$ cat src/rtl/cpt_pkg.sv
package cpt_pkg;
    localparam int SENSE_W = 2;
    typedef logic [SENSE_W-1:0] sense_t;
endpackage

$ cat src/rtl/cpt_sync.sv
module cpt_sync #(
    parameter int WIDTH  = 4,
    parameter int STAGES = 2
) (
    input  logic             clk,
    input  logic             rst_n,
    input  logic [WIDTH-1:0] d_i,
    output logic [WIDTH-1:0] q_o
);
    logic [STAGES-1:0][WIDTH-1:0] stg_d, stg_q;

    always_comb begin
        stg_d[0] = d_i;
        for (int k = 1; k < STAGES; k++) begin
            stg_d[k] = stg_q[k-1];
        end
    end

    always_ff @(posedge clk or negedge rst_n) begin
        if (!rst_n) stg_q <= '0;
        else        stg_q <= stg_d;
    end

    assign q_o = stg_q[STAGES-1];
endmodule

$ cat src/rtl/cpt_chg_latch.sv
module cpt_chg_latch
    import cpt_pkg::*;
(
    input  logic   clk,
    input  logic   rst_n,
    input  logic   armed_i,
    input  sense_t cur_i,
    input  logic   clr_i,
    output logic   chg_o
);
    typedef struct packed {
        sense_t prev;
        logic   chg;
    } lat_t;

    lat_t l_d, l_q;

    always_comb begin
        l_d      = l_q;
        l_d.prev = cur_i;
        if (clr_i)                              l_d.chg = 1'b0;
        if (armed_i && (cur_i != l_q.prev))     l_d.chg = 1'b1;
    end

    always_ff @(posedge clk or negedge rst_n) begin
        if (!rst_n) l_q <= '0;
        else        l_q <= l_d;
    end

    assign chg_o = l_q.chg;

    // a change bit only drops after an acknowledge aimed at it
    p_clear_by_ack_r3: assert property (@(posedge clk) disable iff (!rst_n)
        $fell(chg_o) |-> $past(clr_i));

    // a change bit is never raised before warm-up completes
    p_set_when_armed_r2: assert property (@(posedge clk) disable iff (!rst_n)
        $rose(chg_o) |-> $past(armed_i));
endmodule

$ cat src/rtl/cpt_service.sv
module cpt_service
    import cpt_pkg::*;
#(
    parameter int NUM_SOCK    = 2,
    parameter int SYNC_STAGES = 2
) (
    input  logic                  clk,
    input  logic                  rst_n,
    input  sense_t [NUM_SOCK-1:0] cur_i,
    input  logic   [NUM_SOCK-1:0] chg_i,
    output logic                  armed_o,
    output logic   [NUM_SOCK-1:0] attach_o,
    output logic   [NUM_SOCK-1:0] detach_o,
    output logic   [NUM_SOCK-1:0] busy_o
);
    localparam int WARM_MAX = SYNC_STAGES + 1;
    localparam int WARM_W   = $clog2(WARM_MAX + 1);

    typedef struct packed {
        logic [WARM_W-1:0]     warm;
        logic [NUM_SOCK-1:0]   pend;
        logic [NUM_SOCK-1:0]   busy;
        sense_t [NUM_SOCK-1:0] rec;
        logic [NUM_SOCK-1:0]   att;
        logic [NUM_SOCK-1:0]   det;
    } svc_t;

    svc_t s_d, s_q;
    logic priming, armed, done;

    assign priming = (s_q.warm == WARM_W'(SYNC_STAGES));
    assign armed   = (s_q.warm == WARM_W'(WARM_MAX));

    always_comb begin
        s_d     = s_q;
        s_d.att = '0;
        s_d.det = '0;
        done    = 1'b0;
        if (!armed) s_d.warm = s_q.warm + 1'b1;

        // queue sockets whose live value moved away from the record
        for (int i = 0; i < NUM_SOCK; i++) begin
            if ((priming || (armed && chg_i[i])) && (cur_i[i] != s_q.rec[i]))
                s_d.pend[i] = 1'b1;
        end

        // service the lowest pending socket only
        for (int i = 0; i < NUM_SOCK; i++) begin
            if (s_q.pend[i] && !done) begin
                done        = 1'b1;
                s_d.pend[i] = 1'b0;
                if (cur_i[i] > s_q.rec[i]) begin
                    s_d.rec[i] = cur_i[i];
                    if (!s_q.busy[i]) begin
                        s_d.busy[i] = 1'b1;
                        s_d.att[i]  = 1'b1;
                    end
                end else if (cur_i[i] < s_q.rec[i]) begin
                    s_d.rec[i] = cur_i[i];
                    if (s_q.busy[i]) begin
                        s_d.busy[i] = 1'b0;
                        s_d.det[i]  = 1'b1;
                    end
                end
            end
        end
    end

    always_ff @(posedge clk or negedge rst_n) begin
        if (!rst_n) s_q <= '0;
        else        s_q <= s_d;
    end

    assign armed_o  = armed;
    assign attach_o = s_q.att;
    assign detach_o = s_q.det;
    assign busy_o   = s_q.busy;

    // never more than one card event per cycle
    p_single_event_r7: assert property (@(posedge clk) disable iff (!rst_n)
        $countones({attach_o, detach_o}) <= 1);

    for (genvar g = 0; g < NUM_SOCK; g++) begin : g_chk
        // an attach coincides with busy rising
        p_attach_sets_busy_r5: assert property (@(posedge clk) disable iff (!rst_n)
            attach_o[g] |-> $rose(busy_o[g]));
        // busy only rises together with an attach
        p_busy_rise_has_attach_r5: assert property (@(posedge clk) disable iff (!rst_n)
            $rose(busy_o[g]) |-> attach_o[g]);
        // a detach coincides with busy falling
        p_detach_clears_busy_r6: assert property (@(posedge clk) disable iff (!rst_n)
            detach_o[g] |-> $fell(busy_o[g]));
        // pulses last one cycle
        p_pulse_width_r10: assert property (@(posedge clk) disable iff (!rst_n)
            (attach_o[g] || detach_o[g]) |=> !(attach_o[g] || detach_o[g]));
    end
endmodule

$ cat src/rtl/card_presence_tracker.sv
module card_presence_tracker
    import cpt_pkg::*;
#(
    parameter int NUM_SOCK    = 2,
    parameter int SYNC_STAGES = 2
) (
    input  logic                clk,
    input  logic                rst_n,
    input  logic [NUM_SOCK-1:0] det_a_i,
    input  logic [NUM_SOCK-1:0] det_b_i,
    input  logic                ack_we_i,
    input  logic [NUM_SOCK-1:0] ack_mask_i,
    output logic [NUM_SOCK-1:0] attach_o,
    output logic [NUM_SOCK-1:0] detach_o,
    output logic [NUM_SOCK-1:0] busy_o,
    output logic [NUM_SOCK-1:0] chg_o,
    output logic                irq_o
);
    localparam int SYNC_W = 2 * NUM_SOCK;

    logic [SYNC_W-1:0]     det_sync;
    sense_t [NUM_SOCK-1:0] cur;
    logic                  armed;

    cpt_sync #(.WIDTH(SYNC_W), .STAGES(SYNC_STAGES)) u_sync (
        .clk   (clk),
        .rst_n (rst_n),
        .d_i   ({det_b_i, det_a_i}),
        .q_o   (det_sync)
    );

    for (genvar g = 0; g < NUM_SOCK; g++) begin : g_sock
        assign cur[g] = {det_sync[NUM_SOCK + g], det_sync[g]};

        cpt_chg_latch u_latch (
            .clk     (clk),
            .rst_n   (rst_n),
            .armed_i (armed),
            .cur_i   (cur[g]),
            .clr_i   (ack_we_i && ack_mask_i[g]),
            .chg_o   (chg_o[g])
        );
    end

    cpt_service #(.NUM_SOCK(NUM_SOCK), .SYNC_STAGES(SYNC_STAGES)) u_svc (
        .clk      (clk),
        .rst_n    (rst_n),
        .cur_i    (cur),
        .chg_i    (chg_o),
        .armed_o  (armed),
        .attach_o (attach_o),
        .detach_o (detach_o),
        .busy_o   (busy_o)
    );

    assign irq_o = |chg_o;

    // interrupt tracks the set of latched change bits
    p_irq_needs_chg_r2: assert property (@(posedge clk) disable iff (!rst_n)
        irq_o |-> (chg_o != '0));
endmodule

$ cat config.mk
export PLATFORM = sky130hd
export DESIGN_NAME = card_presence_tracker
export DESIGN_NICKNAME = d
export VERILOG_FILES = /design/src/rtl/cpt_pkg.sv /design/src/rtl/cpt_sync.sv /design/src/rtl/cpt_chg_latch.sv /design/src/rtl/cpt_service.sv /design/src/rtl/card_presence_tracker.sv
export SDC_FILE = /design/constraint.sdc
export NUM_CORES = 1
export LEC_CHECK = 0
export ABC_AREA = 1
export BUFFER_PORTS_ARGS = -buffer_cell sky130_fd_sc_hd__buf_2
export CELL_PAD_IN_SITES_DETAIL_PLACEMENT = 0
export CELL_PAD_IN_SITES_GLOBAL_PLACEMENT = 1
export CORE_MARGIN = 4
export CORE_UTILIZATION = 30
export CTS_CLUSTER_SIZE = 12
export DETAILED_ROUTE_END_ITERATION = 16
export GPL_TIMING_DRIVEN = 0
export HOLD_SLACK_MARGIN = 0.1
export PLACE_DENSITY = 0.66
export SYNTH_ARGS = -nofsm -noshare
export SYNTH_HDL_FRONTEND = slang
export SYNTH_SLANG_ARGS = --single-unit
$ cat constraint.sdc
create_clock -name clk -period 1.2 [get_ports clk]
set_input_delay 0.3 -clock clk [delete_from_list [all_inputs] [get_ports clk]]
set_output_delay 0.3 -clock clk [all_outputs]
set_load 0.005 [all_outputs]
==> summary.md, run 1 <==
| Metric | Value |
|---|---|
| Status | finished with violations |
| Failing checks | negative setup slack |
| Die Y | 71.3 µm |
| Antenna diodes | 0 |
| DIE WIDTH | 71.3 µm |
| TNS Setup | -0.123 ns |
| Initial antenna violation count | 0 |
| Dpl cells | 188 |
| Post-synth top area cell | dfrtp_1 |
| Fill count | 370 |
| Startpoint Class | flop |
| Clock tree sinks | 28 |
| Post-synth top area share | 58.3% |
| Io pins | 18 |
| Fin util | 43.5% |
| DP Area | 1350 µm² |
| Top sig layer | met4 |
| Min-Delay Path Class | in -> reg |
| Comb power frac | 40.9% |
| Synth warn | 0 |
| Overall Power | between 3 and 4 mW |
| Rel. slew slack | 59.4% |
| WL met3 | 81 µm |
| Gr usage total | between 8 and 9% |
| Worst-margin pin slew | a little over 0.6 ns |
| Syn avg cell area | 9.78 µm² |
| Switching share of power | 33.7% |
| Tcrit/Tclk final | 109% |
| Met2 WL | ~1100 µm |
| Worst slack at placement | -0.0370 ns |
| Gr ovfl total | 0 |
| Share of power burned in the clock network | 21.2% |
| Sequential Power Share | 37.9% |
| Worst vdd ir | between 1000 and 1500 µV |
| Mapped Nets | 138 |
| RSZ-0062 raised after global routing | yes |
| Internal | 2.28 mW |
| Design area | roughly 1600 µm² |
| Number of port buffers | 17 |
| Seq/Total Area, Yosys | 58.3% |
| Worst-case clock skew | 0.00846 ns |
| Most used DFF post-synth | dfrtp_1 |
| Vias in the first global route | 866 |
| FMAX | 766 MHz |
| Fin Hold WS | roughly 0.12 ns |
| Count leader, synth | nand2_1 |
| Post-Synthesis Cells | 123 |
| Psw | roughly 1.2 mW |
| Crit path required time | 0.90 ns |
| Via count | 843 |
| Final antenna-violating net count | 0 |
| Setup WS post-layout | -0.105 ns |
| Total CTS buffers | 3 |
| FF/Latch Area | 701 µm² |
| DRC violations left | 0 |
| Placeable core area | roughly 3800 µm² |
| 1st-iter DRT viols | 18 |
| GP Congestion | roughly 0.65 |
| Netlist Area Pre-Place | about 1200 µm² |
| Clock-pin slew on the worst setup and hold paths | 0.10 ns |
| Netlist cell types | 18 |
| Pleak | 0.837 nW |
| Endpoint class of the critical path | primary output |
| #FFs+latches synth | 28 |
| Pwr/cell area | 2100 nW/µm² |
| Detailed Place HPWL | 1360 µm |
| Hold Violations, Final | 0 |
| Fin. max-slew vios | 0 |
| DR pass1 iterations | 2 |
| Clock Path Buffers | 2 |
| Area Overhead vs Synth | 36.4% |
| Synth area leaders | dfrtp_1 (58%), nand2_1 (12%), ha_1 (6.2%) |
| Final nets | approximately 160 |
| Die area | 5090 µm² |
| Largest net degree at the start of global routing | 29 |
| Final wirelength | slightly above 2000 µm |
| First-pass GRT wire length | 3520 µm |
| Asr flop ratio synth | 100% |
| H-tree depth | 1 |
| Multi-input logic area | 504 µm² |
| Period minus WS final | about 1.3 ns |
| CP arrival | 1.00 ns |
| CTS tree | yes |
| DR vias/cell | approximately 4.3 |
| DR WL/cell | 10.4 µm |
| Wire length on met1 | 831 µm |
| CP Class | reg -> out |
| Share of cells above drive strength 1 | ~38% |
| Post-synth EDFFs | 0 |
| Worst skew pair latency | roughly 0.27 ns |
| Max cap viols | 0 |
| Synth cell count leaders | nand2_1 (39), dfrtp_1 (28), inv_1 (17) |
| Num rows | 22 |
| Crit path max fanout | 3 |
| Final setup fails | 3 |
| Initial cell density of the core | between 30% and 40% |
| Non-Filler Instances | around 200 |
| Root buffer cell | clkbuf_8 |
## cell usage in the layout, fill, tap and decap left out
cell and count:
nand3_2 2, o21ai_1 1, ha_1 2, a211oi_2 1, buf_2 10, dlygate4sd3_1 1
clkbuf_8 3, nor3b_1 1, or2_1 1, nand2_2 3, buf_4 10, inv_1 15
nor2_4 1, nand2_4 7, buf_6 9, xnor2_1 3, inv_2 3, nand3_1 4
ha_4 4, dfrtp_1 28, nand2_1 31, nor2_1 3, bufinv_16 1, nand3_4 2
a21oi_1 2
## critical path, stage by stage (launching register included)
cell,delay [ns]
dfrtp_1,0.39
or2_1,0.22
buf_2,0.12
## flip-flops by register name (all words and copies together) (netlist names)
register,cells
u_sync.q_o,4
g_sock.u_latch.chg_o,2
u_sync.stg_d,4
u_svc.s_q,8
u_svc.attach_o,2
g_sock.u_latch.l_q,4
u_svc.busy_o,2
u_svc.detach_o,2
## what timing repair did
item                                    CTS  global route
setup buffers                             9             0
pin swaps                                 4            10
hold buffers                              1             0
endpoints found under the hold margin    28             0
resized for setup                         4            31
endpoints found under the setup margin   13            15
## area by class of cell
type,count,area share [%]
flip-flops and latches,28,42.7
multi-input cells,68,30.7
repair buffers,27,13.2
inverters,18,4.12
well taps,48,3.66
clock buffers,3,2.52
clock inverters,1,1.83
plain buffers,3,1.22
## path summary, 6_finish.rpt
check | startpoint | to | slack, ns | cells past startpoint
max | g_sock[0].u_latch.chg_o | irq_o | -0.10 | 2
min | det_a_i[1] | u_sync.stg_d[5] | 0.12 | 1
max reg2reg | u_sync.q_o[2] | u_svc.s_q[4] | 0.04 | 6
min reg2reg | u_sync.stg_d[5] | u_sync.q_o[1] | 0.36 | 0
max in group asynchronous | rst_n | g_sock[0].u_latch.chg_o | 0.23 | 2
min in group asynchronous | rst_n | g_sock[1].u_latch.l_q[1] | 0.56 | 2
## logic make-up after synthesis
family / after synthesis / synth area share, %
flops: 28 / 58.3
simple gates: 55 / 20.4
xor+xnor: 3 / 2.19
fa+ha+maj: 6 / 6.24
compound gates: 4 / 1.87
buf+inv: 27 / 11.0
## per-layer routing
layer | vias to the layer above | track usage [%]
li1 | 413 | -
met1 | 417 | 8.94
met2 | 11 | 16.0
met3 | 2 | 3.37
met4 | 0 | 2.51
met5 | - | 0
## power groups by stage
stage / Clock (mW) / Sequential (mW) / Combinational, mW
detailed placement: 0 / 1.29 / 0.919
global placement: 0 / 1.28 / 0.898
global route: 0.806 / 1.33 / 1.60
finish: 0.730 / 1.30 / 1.41
CTS: 0.756 / 1.26 / 1.04
floorplan: 0 / 1.26 / 0.703
Note: power is estimated with default switching activity, not from simulation.
==> run 2, diff against run 1 <==
--- a/config.mk
+++ b/config.mk
@@ -19,3 +19,4 @@
 export SYNTH_ARGS = -nofsm -noshare
 export SYNTH_HDL_FRONTEND = slang
 export SYNTH_SLANG_ARGS = --single-unit
+export TNS_END_PERCENT = 5
==> run 2 against run 1 <==
The flow still finishes with violations (negative setup slack). Sequential share of layout area is 3.8 points higher. Clock skew hardly changed. Hold slack better by 0.0014 ns. Setup slack better by 0.0026 ns. Register-to-register slack lost 0.06 ns. Non-clock buffer count shrank 1. Sequential power about the same. Utilization is 3.5 points lower. Sequential cell count unchanged. Final cell count is 0.51% lower. Clock power fell by 0.7%. Via count down 2.3%. Highest routed layer unchanged.
==> summary.md, run 2 (synthesized netlist as in run 1, its figures left out) <==
| Metric | Value |
|---|---|
| TNS Setup | -0.199 ns (-0.0760 ns) |
| CP arrival | 1.00 ns (about the same) |
| Initial antenna violation count | 0 (unchanged) |
| Sequential Power Share | 41.4% (+3.5 points) |
| 1st-iter DRT viols | 13 (-5) |
| Die Y | 71.3 µm (unchanged) |
| Crit path required time | 0.90 ns (about the same) |
| Status | finished with violations |
| Total CTS buffers | 3 (unchanged) |
| Die area | 5090 µm² (unchanged) |
| DR vias/cell | 4.23 (-1.8%) |
| Number of port buffers | 17 (unchanged) |
| Clock tree sinks | 28 (unchanged) |
| H-tree depth | 1 (unchanged) |
| Top delay family on crit path | flip-flops |
| Io pins | 18 (unchanged) |
| DIE WIDTH | 71.3 µm (unchanged) |
| Clock-pin slew on the worst setup and hold paths | 0.09 ns (about the same) |
| Reg with most FFs | u_svc.s_q |
| CP bufs+invs | 1 (unchanged) |
| Min-Delay Path Class | in -> reg |
| Final nets | 163 (-0.61%) |
| Fin util | 40.0% (-3.5 points) |
| DR pass1 iterations | 3 (+1) |
| Share of cells above drive strength 1 | 32.7% (-5.2 points) |
| Share of power burned in the clock network | 23.4% (+2.2 points) |
| DRC violations left | 0 (unchanged) |
| Endpoint class of the critical path | primary output |
| Startpoint Class | flop |
| Pleak | 0.800 nW (-4.4%) |
| FMAX | 768 MHz (+0.20%) |
| Slowest CP cell | dfrtp_1 |
| Worst-margin pin slew | 0.617 ns (+0.00856 ns) |
| Gr usage total | 8.24% (-0.41 points) |
| Worst skew pair latency | 0.27 ns (about the same) |
| Worst-case clock skew | 0.00807 ns (-0.000382 ns) |
| Gr ovfl total | 0 (unchanged) |
| Period minus WS final | 1.30 ns (-0.00259 ns) |
| Placeable core area | 3770 µm² (unchanged) |
| Initial cell density of the core | 31.9% (unchanged) |
| Switching share of power | 32.4% (-1.2 points) |
| Pwr/cell area | 2060 nW/µm² (-2.0%) |
| Psw | 1.01 mW (-13%) |
| DR WL/cell | 9.45 µm (-9.0%) |
| CP max stage delay | 0.40 ns (about the same) |
| Worst vdd ir | 1070 µV (-2.7%) |
| Dpl cells | 188 (unchanged) |
| Tcrit/Tclk final | 109% (-0.22 points) |
| Rel. slew slack | 58.9% (-0.57 points) |
| Crit path max fanout | 3 (unchanged) |
| CTS tree | yes |
| First-pass GRT wire length | 3350 µm (-4.7%) |
| Vias in the first global route | 819 (-5.4%) |
| Final antenna-violating net count | 0 (unchanged) |
| Area Overhead vs Synth | 25.6% |
| Num rows | 22 (unchanged) |
| Commonest non-fill, non-tap cell in the layout | nand2_1 |
| Most frequent cells in the layout | nand2_1 (34), dfrtp_1 (27), buf_2 (18) |
| GP Congestion | 0.647 (unchanged) |
| Setup WS post-layout | -0.102 ns (+0.00259 ns) |
| Max reg flops | 8 (unchanged) |
| Largest net degree at the start of global routing | 29 (unchanged) |
| Overall Power | 3.11 mW (-9.8%) |
| Clock Path Buffers | 2 (unchanged) |
| Comb power frac | 35.2% (-5.7 points) |
| Antenna diodes | 0 (unchanged) |
| Final wirelength | 1840 µm (-9.5%) |
| Via count | 824 (-2.3%) |
| Detailed Place HPWL | 1360 µm (unchanged) |
| Root buffer cell | clkbuf_8 |
| CP Class | reg -> out |
| Failing checks | negative setup slack |
| Internal | 2.10 mW (-8.1%) |
| RSZ-0062 raised after global routing | yes |
| Hold Violations, Final | 0 (unchanged) |
| Fin Hold WS | 0.125 ns (+0.00138 ns) |
| Non-Filler Instances | 195 (-0.51%) |
| Crit-path cells | or2_1, buf_2 |
| Final setup fails | 7 (+4) |
| Fin. max-slew vios | 0 (unchanged) |
| Max cap viols | 0 (unchanged) |
## run 2: changes by cell type in the layout (fill, tap and decap cells not counted), moves of 2 or more
cell,previous run,this run
buf_6,9,0
buf_2,10,18
nand2_4,7,3
nand2_1,31,34
ha_1,2,4
ha_4,4,2
nand3_1,4,6
## run 2: metrics by stage
step	setup slack (ns)	area, µm²
after floorplan	0.0748	1200
final	-0.102	1510
after detailed placement	-0.0370	1350
after global placement	-0.0216	1350
after CTS	-0.120	1440
after global routing	-0.166	1510
## run 2: final timing paths
check,start,to,slack [ns],cells past startpoint
max,g_sock[1].u_latch.chg_o,irq_o,-0.10,2
min,det_a_i[1],u_sync.stg_d[5],0.13,1
max reg2reg,u_sync.q_o[1],u_svc.s_q[7],-0.02,6
min reg2reg,u_sync.stg_d[7],u_sync.q_o[3],0.35,0
max in group asynchronous,rst_n,u_sync.q_o[2],0.19,2
min in group asynchronous,rst_n,g_sock[1].u_latch.l_q[1],0.56,2
## run 2: repair_timing
| item | CTS | global route |
|---|---|---|
| cloned | 0 | 0 |
| buffers inserted | 2 | 0 |
| endpoints found under the setup margin | 13 | 19 |
| pin swaps | 4 | 3 |
| gates resized for setup | 0 | 14 |
| hold endpoints to repair | 28 | 0 |
| hold buffers | 1 | 0 |
## run 2: metal layers
layer  share of wire [%]  vias up  global-route usage, %
met5                   0        -                      0
met4                0.71        0                   2.51
met3                 4.7        2                   3.51
met2                  52       11                   14.8
met1                  42      401                   8.68
li1                    -      410                      -
## run 2: area by class of cell
type                    count  area [µm²]
well taps                  48        60.1
inverters                  18        67.6
flip-flops and latches     28         702
clock inverters             1        30.0
plain buffers               9        65.1
clock buffers               3        41.3
repair buffers             20         110
multi-input cells          68         434
fillers                   379        2260
## run 2: power groups by stage
| stage | sequential [mW] | clock (mW) | combinational [mW] |
|---|---|---|---|
| global route | 1.31 | 0.807 | 1.28 |
| floorplan | 1.26 | 0 | 0.703 |
| detailed placement | 1.29 | 0 | 0.919 |
| global placement | 1.28 | 0 | 0.898 |
| CTS | 1.27 | 0.756 | 0.931 |
| finish | 1.29 | 0.725 | 1.09 |
## run 2: worst register-to-register path, cell delays in order, from the launching register on
cell and delay, ns:
dfrtp_1 0.40, inv_1 0.07, ha_1 0.28, nand2_1 0.12
nand2_2 0.10, nand3_1 0.09, nand2_1 0.05
==> run 3, diff against run 2 <==
--- a/config.mk
+++ b/config.mk
@@ -5,7 +5,6 @@
 export SDC_FILE = /design/constraint.sdc
 export NUM_CORES = 1
 export LEC_CHECK = 0
-export ABC_AREA = 1
 export BUFFER_PORTS_ARGS = -buffer_cell sky130_fd_sc_hd__buf_2
 export CELL_PAD_IN_SITES_DETAIL_PLACEMENT = 0
 export CELL_PAD_IN_SITES_GLOBAL_PLACEMENT = 1
@@ -15,7 +14,7 @@
 export DETAILED_ROUTE_END_ITERATION = 16
 export GPL_TIMING_DRIVEN = 0
 export HOLD_SLACK_MARGIN = 0.1
-export PLACE_DENSITY = 0.66
+export PLACE_DENSITY = 0.64
 export SYNTH_ARGS = -nofsm -noshare
 export SYNTH_HDL_FRONTEND = slang
 export SYNTH_SLANG_ARGS = --single-unit
==> run 3 against run 2 <==
The run still ends with negative setup slack left. Maximum frequency decreased by 3.9%. Global-route usage increased by 0.81 points. Count of clock-buffer cells in the layout unchanged. Setup slack got worse by 0.053 ns. Final cell count decreased by 13%. Sequential cell count unchanged. Hold slack improved by 0.0075 ns.
==> summary.md, run 3 <==
| Metric | Value |
|---|---|
| Commonest non-fill, non-tap cell in the layout | dfrtp_1 |
| Reg-to-Reg Start | u_sync.q_o[2] |
| Largest net degree at the start of global routing | 29 (unchanged) |
| Final antenna-violating net count | 0 (unchanged) |
| DRC violations left | 0 (unchanged) |
| Worst skew pair latency | 0.27 ns (about the same) |
| Syn avg cell area | 12.3 µm² (+26%) |
| Period minus WS final | 1.36 ns (+0.0532 ns) |
| Reg2Reg Setup Slack | -0.16 ns (-0.14 ns) |
| Mapped Nets | 109 (-21%) |
| CP arrival | 1.51 ns (+0.51 ns) |
| Crit-path cells | ha_4, nand2_4, o21ai_4, mux2_4 |
| Most used DFF post-synth | dfrtp_1 |
| Hold Crit Start | det_a_i[1] |
| DR pass1 iterations | 3 (unchanged) |
| Tcrit/Tclk final | 113% (+4.4 points) |
| Final setup fails | 9 (+2) |
| Min-Delay Path Class | in -> reg |
| Setup WS post-layout | -0.156 ns (-0.0532 ns) |
| Fin Hold WS | 0.133 ns (+0.00754 ns) |
| DR WL/cell | 11.0 µm (+17%) |
| Detailed Place HPWL | 1300 µm (-4.9%) |
| DIE WIDTH | 70.1 µm (-1.7%) |
| Most frequent cells in the layout | dfrtp_1 (26), buf_2 (16), buf_4 (14) |
| Pleak | 0.747 nW (-6.6%) |
| Max cap viols | 0 (unchanged) |
| Total CTS buffers | 3 (unchanged) |
| Final wirelength | 1870 µm (+1.6%) |
| Hold Crit Depth | 1 (unchanged) |
| Antenna diodes | 0 (unchanged) |
| Synth warn | 0 (unchanged) |
| Number of port buffers | 17 (unchanged) |
| Hold Violations, Final | 0 (unchanged) |
| Final nets | 139 (-15%) |
| Clock Path Buffers | 2 (unchanged) |
| Reg with most FFs | u_svc.s_q |
| Startpoint Class | flop |
| Pwr/cell area | 1990 nW/µm² (-3.4%) |
| First-pass GRT wire length | 3550 µm (+6.0%) |
| Vias in the first global route | 812 (-0.85%) |
| Post-Synthesis Cells | 94 (-24%) |
| Slowest CP cell | dfrtp_2 |
| #FFs+latches synth | 28 (unchanged) |
| Clock tree sinks | 28 (unchanged) |
| Placeable core area | 3690 µm² (-2.2%) |
| Io pins | 18 (unchanged) |
| Rel. slew slack | 59.7% (+0.87 points) |
| Hold-critical path endpoint | u_sync.stg_d[5] |
| Share of cells above drive strength 1 | 50.8% (+18 points) |
| Post-synth top area share | 60.5% (+2.3 points) |
| Root buffer cell | clkbuf_8 |
| Asr flop ratio synth | 100% (unchanged) |
| Multi-input logic area | 479 µm² (+10%) |
| H-tree depth | 1 (unchanged) |
| Fin util | 41.5% (+1.5 points) |
| Reg2reg path depth | 4 (-2) |
| Fill count | 358 (-5.5%) |
| Post-synth top area cell | dfrtp_1 |
| Clock-pin slew on the worst setup and hold paths | 0.08 ns (about the same) |
| Initial cell density of the core | 31.4% (-0.51 points) |
| Crit path max fanout | 2 (-1) |
| RSZ-0062 raised after global routing | yes |
| Initial antenna violation count | 0 (unchanged) |
| Status | finished with violations |
| Die Y | 70.1 µm (-1.7%) |
| Gr ovfl total | 0 (unchanged) |
| Die area | 4920 µm² (-3.3%) |
| Gr usage total | 9.05% (+0.81 points) |
| Fin. max-slew vios | 0 (unchanged) |
| Seq/Total Area, Yosys | 60.5% (+2.3 points) |
| Worst-case clock skew | 0.00560 ns (-0.00247 ns) |
| DR vias/cell | 4.16 (-1.6%) |
| Max reg flops | 8 (unchanged) |
| Netlist cell types | 21 (+3) |
| GP Congestion | 0.672 (+3.9%) |
| 1st-iter DRT viols | 11 (-2) |
| Netlist Area Pre-Place | 1160 µm² (-3.7%) |
| CP Class | reg -> reg |
| Crit path required time | 1.35 ns (+0.45 ns) |
| Failing checks | negative setup slack |
| Via count | 707 (-14%) |
| Worst vdd ir | 657 µV (-39%) |
| Post-synth EDFFs | 0 (unchanged) |
| Num rows | 22 (unchanged) |
| CTS tree | yes |
| FMAX | 738 MHz (-3.9%) |
| Worst r2r dst | u_svc.s_q[5] |
| CP max stage delay | 0.43 ns (+0.03 ns) |
| Area Overhead vs Synth | 32.3% |
| FF/Latch Area | 703 µm² (+0.18%) |
| Count leader, synth | dfrtp_1 |
| Synth area leaders | dfrtp_1 (61%), ha_1 (6.5%), buf_4 (5.2%) |
| Synth cell count leaders | dfrtp_1 (28), nand2_1 (12), buf_4 (8), inv_1 (8), a21oi_1 (7) |
| Endpoint class of the critical path | flop |
| Worst-margin pin slew | 0.604 ns (-0.0131 ns) |
run 3: cell types whose count changed after synthesis, sizes merged, moves of 3 or more:
cell	before	now
a21oi	2	7
inv	18	8
mux2	0	4
nand2	41	12
nand3	8	0
nor2	4	0
nor2b	0	3
o21ai	1	5
xor2	0	4
run 3: kinds of logic (layout without fill, tap and decap cells):
family                   after synthesis  count (layout)  share of synthesized area [%]
AND/OR/NAND/NOR                       21              21                           9.51
XOR/XNOR                               5               5                           3.78
adder cells (fa/ha/maj)                6               6                           6.49
AO/OA/AOI/OAI                         13              13                           6.49
flip-flops                            28              28                           60.5
multiplexers                           5               5                           5.41
buffers and inverters                 16              44                           7.78
run 3: cell type report:
class,count,share of cell area [%]
plain buffers,8,3.92
repair buffers,25,10.3
clock buffers,3,2.70
inverters,8,1.96
multi-input cells,50,31.3
well taps,48,3.92
flip-flops and latches,28,45.9
run 3: metal layers:
layer / GRT usage (%) / routed length [µm] / vias to the layer above
li1: - / - / 355
met1: 10.7 / 800 / 334
met2: 15.0 / 942 / 14
met3: 1.58 / 76 / 4
met4: 5.74 / 53 / 0
met5: 0 / 0 / -
run 3: per-stage QoR:
step	setup TNS, ns	instances	total power [mW]	setup slack, ns	area [µm²]
CTS	-0.962	170	3.02	-0.175	1510
global route	-1.48	170	3.27	-0.192	1530
finish	-0.874	170	3.04	-0.156	1530
floorplan	-0.489	94	2.15	-0.124	1230
global placement	-0.745	159	2.36	-0.189	1380
detailed placement	-0.875	159	2.40	-0.222	1380
run 3: power by group:
group / internal (mW) / switching [mW]
combinational: 0.720 / 0.500
sequential: 1.15 / 0.195
clock: 0.225 / 0.252
run 3: worst max-delay path, delay by kind of cell (launching register included):
family / cells / cell delay (ns)
flip-flops: 1 / 0.43
AO/OA/AOI/OAI: 1 / 0.15
multiplexers: 1 / 0.31
adder cells (fa/ha/maj): 1 / 0.29
AND/OR/NAND/NOR: 1 / 0.05
run 3: worst max-delay path by stage:
| stage | startpoint | end | slack [ns] | depth (start not counted) |
|---|---|---|---|---|
| floorplan | u_sync.q_o[2] | u_svc.s_q[4] | -0.12 | 4 |
| global placement | u_sync.q_o[0] | u_svc.s_q[5] | -0.19 | 5 |
| detailed placement | u_sync.q_o[0] | u_svc.s_q[5] | -0.22 | 5 |
| CTS | u_sync.q_o[2] | u_svc.s_q[5] | -0.17 | 4 |
| global route | u_svc.s_q[7] | u_svc.s_q[7] | -0.19 | 5 |
| finish | u_sync.q_o[2] | u_svc.s_q[5] | -0.16 | 4 |
run 3: what timing repair did:
| action | in CTS | in global routing |
|---|---|---|
| hold buffers | 1 | 0 |
| endpoints found under the hold margin | 28 | 0 |
| cloned | 0 | 0 |
| setup endpoints to repair | 9 | 18 |
| gates resized for setup | 8 | 9 |
| setup buffers | 7 | 0 |
| pin swaps | 3 | 2 |
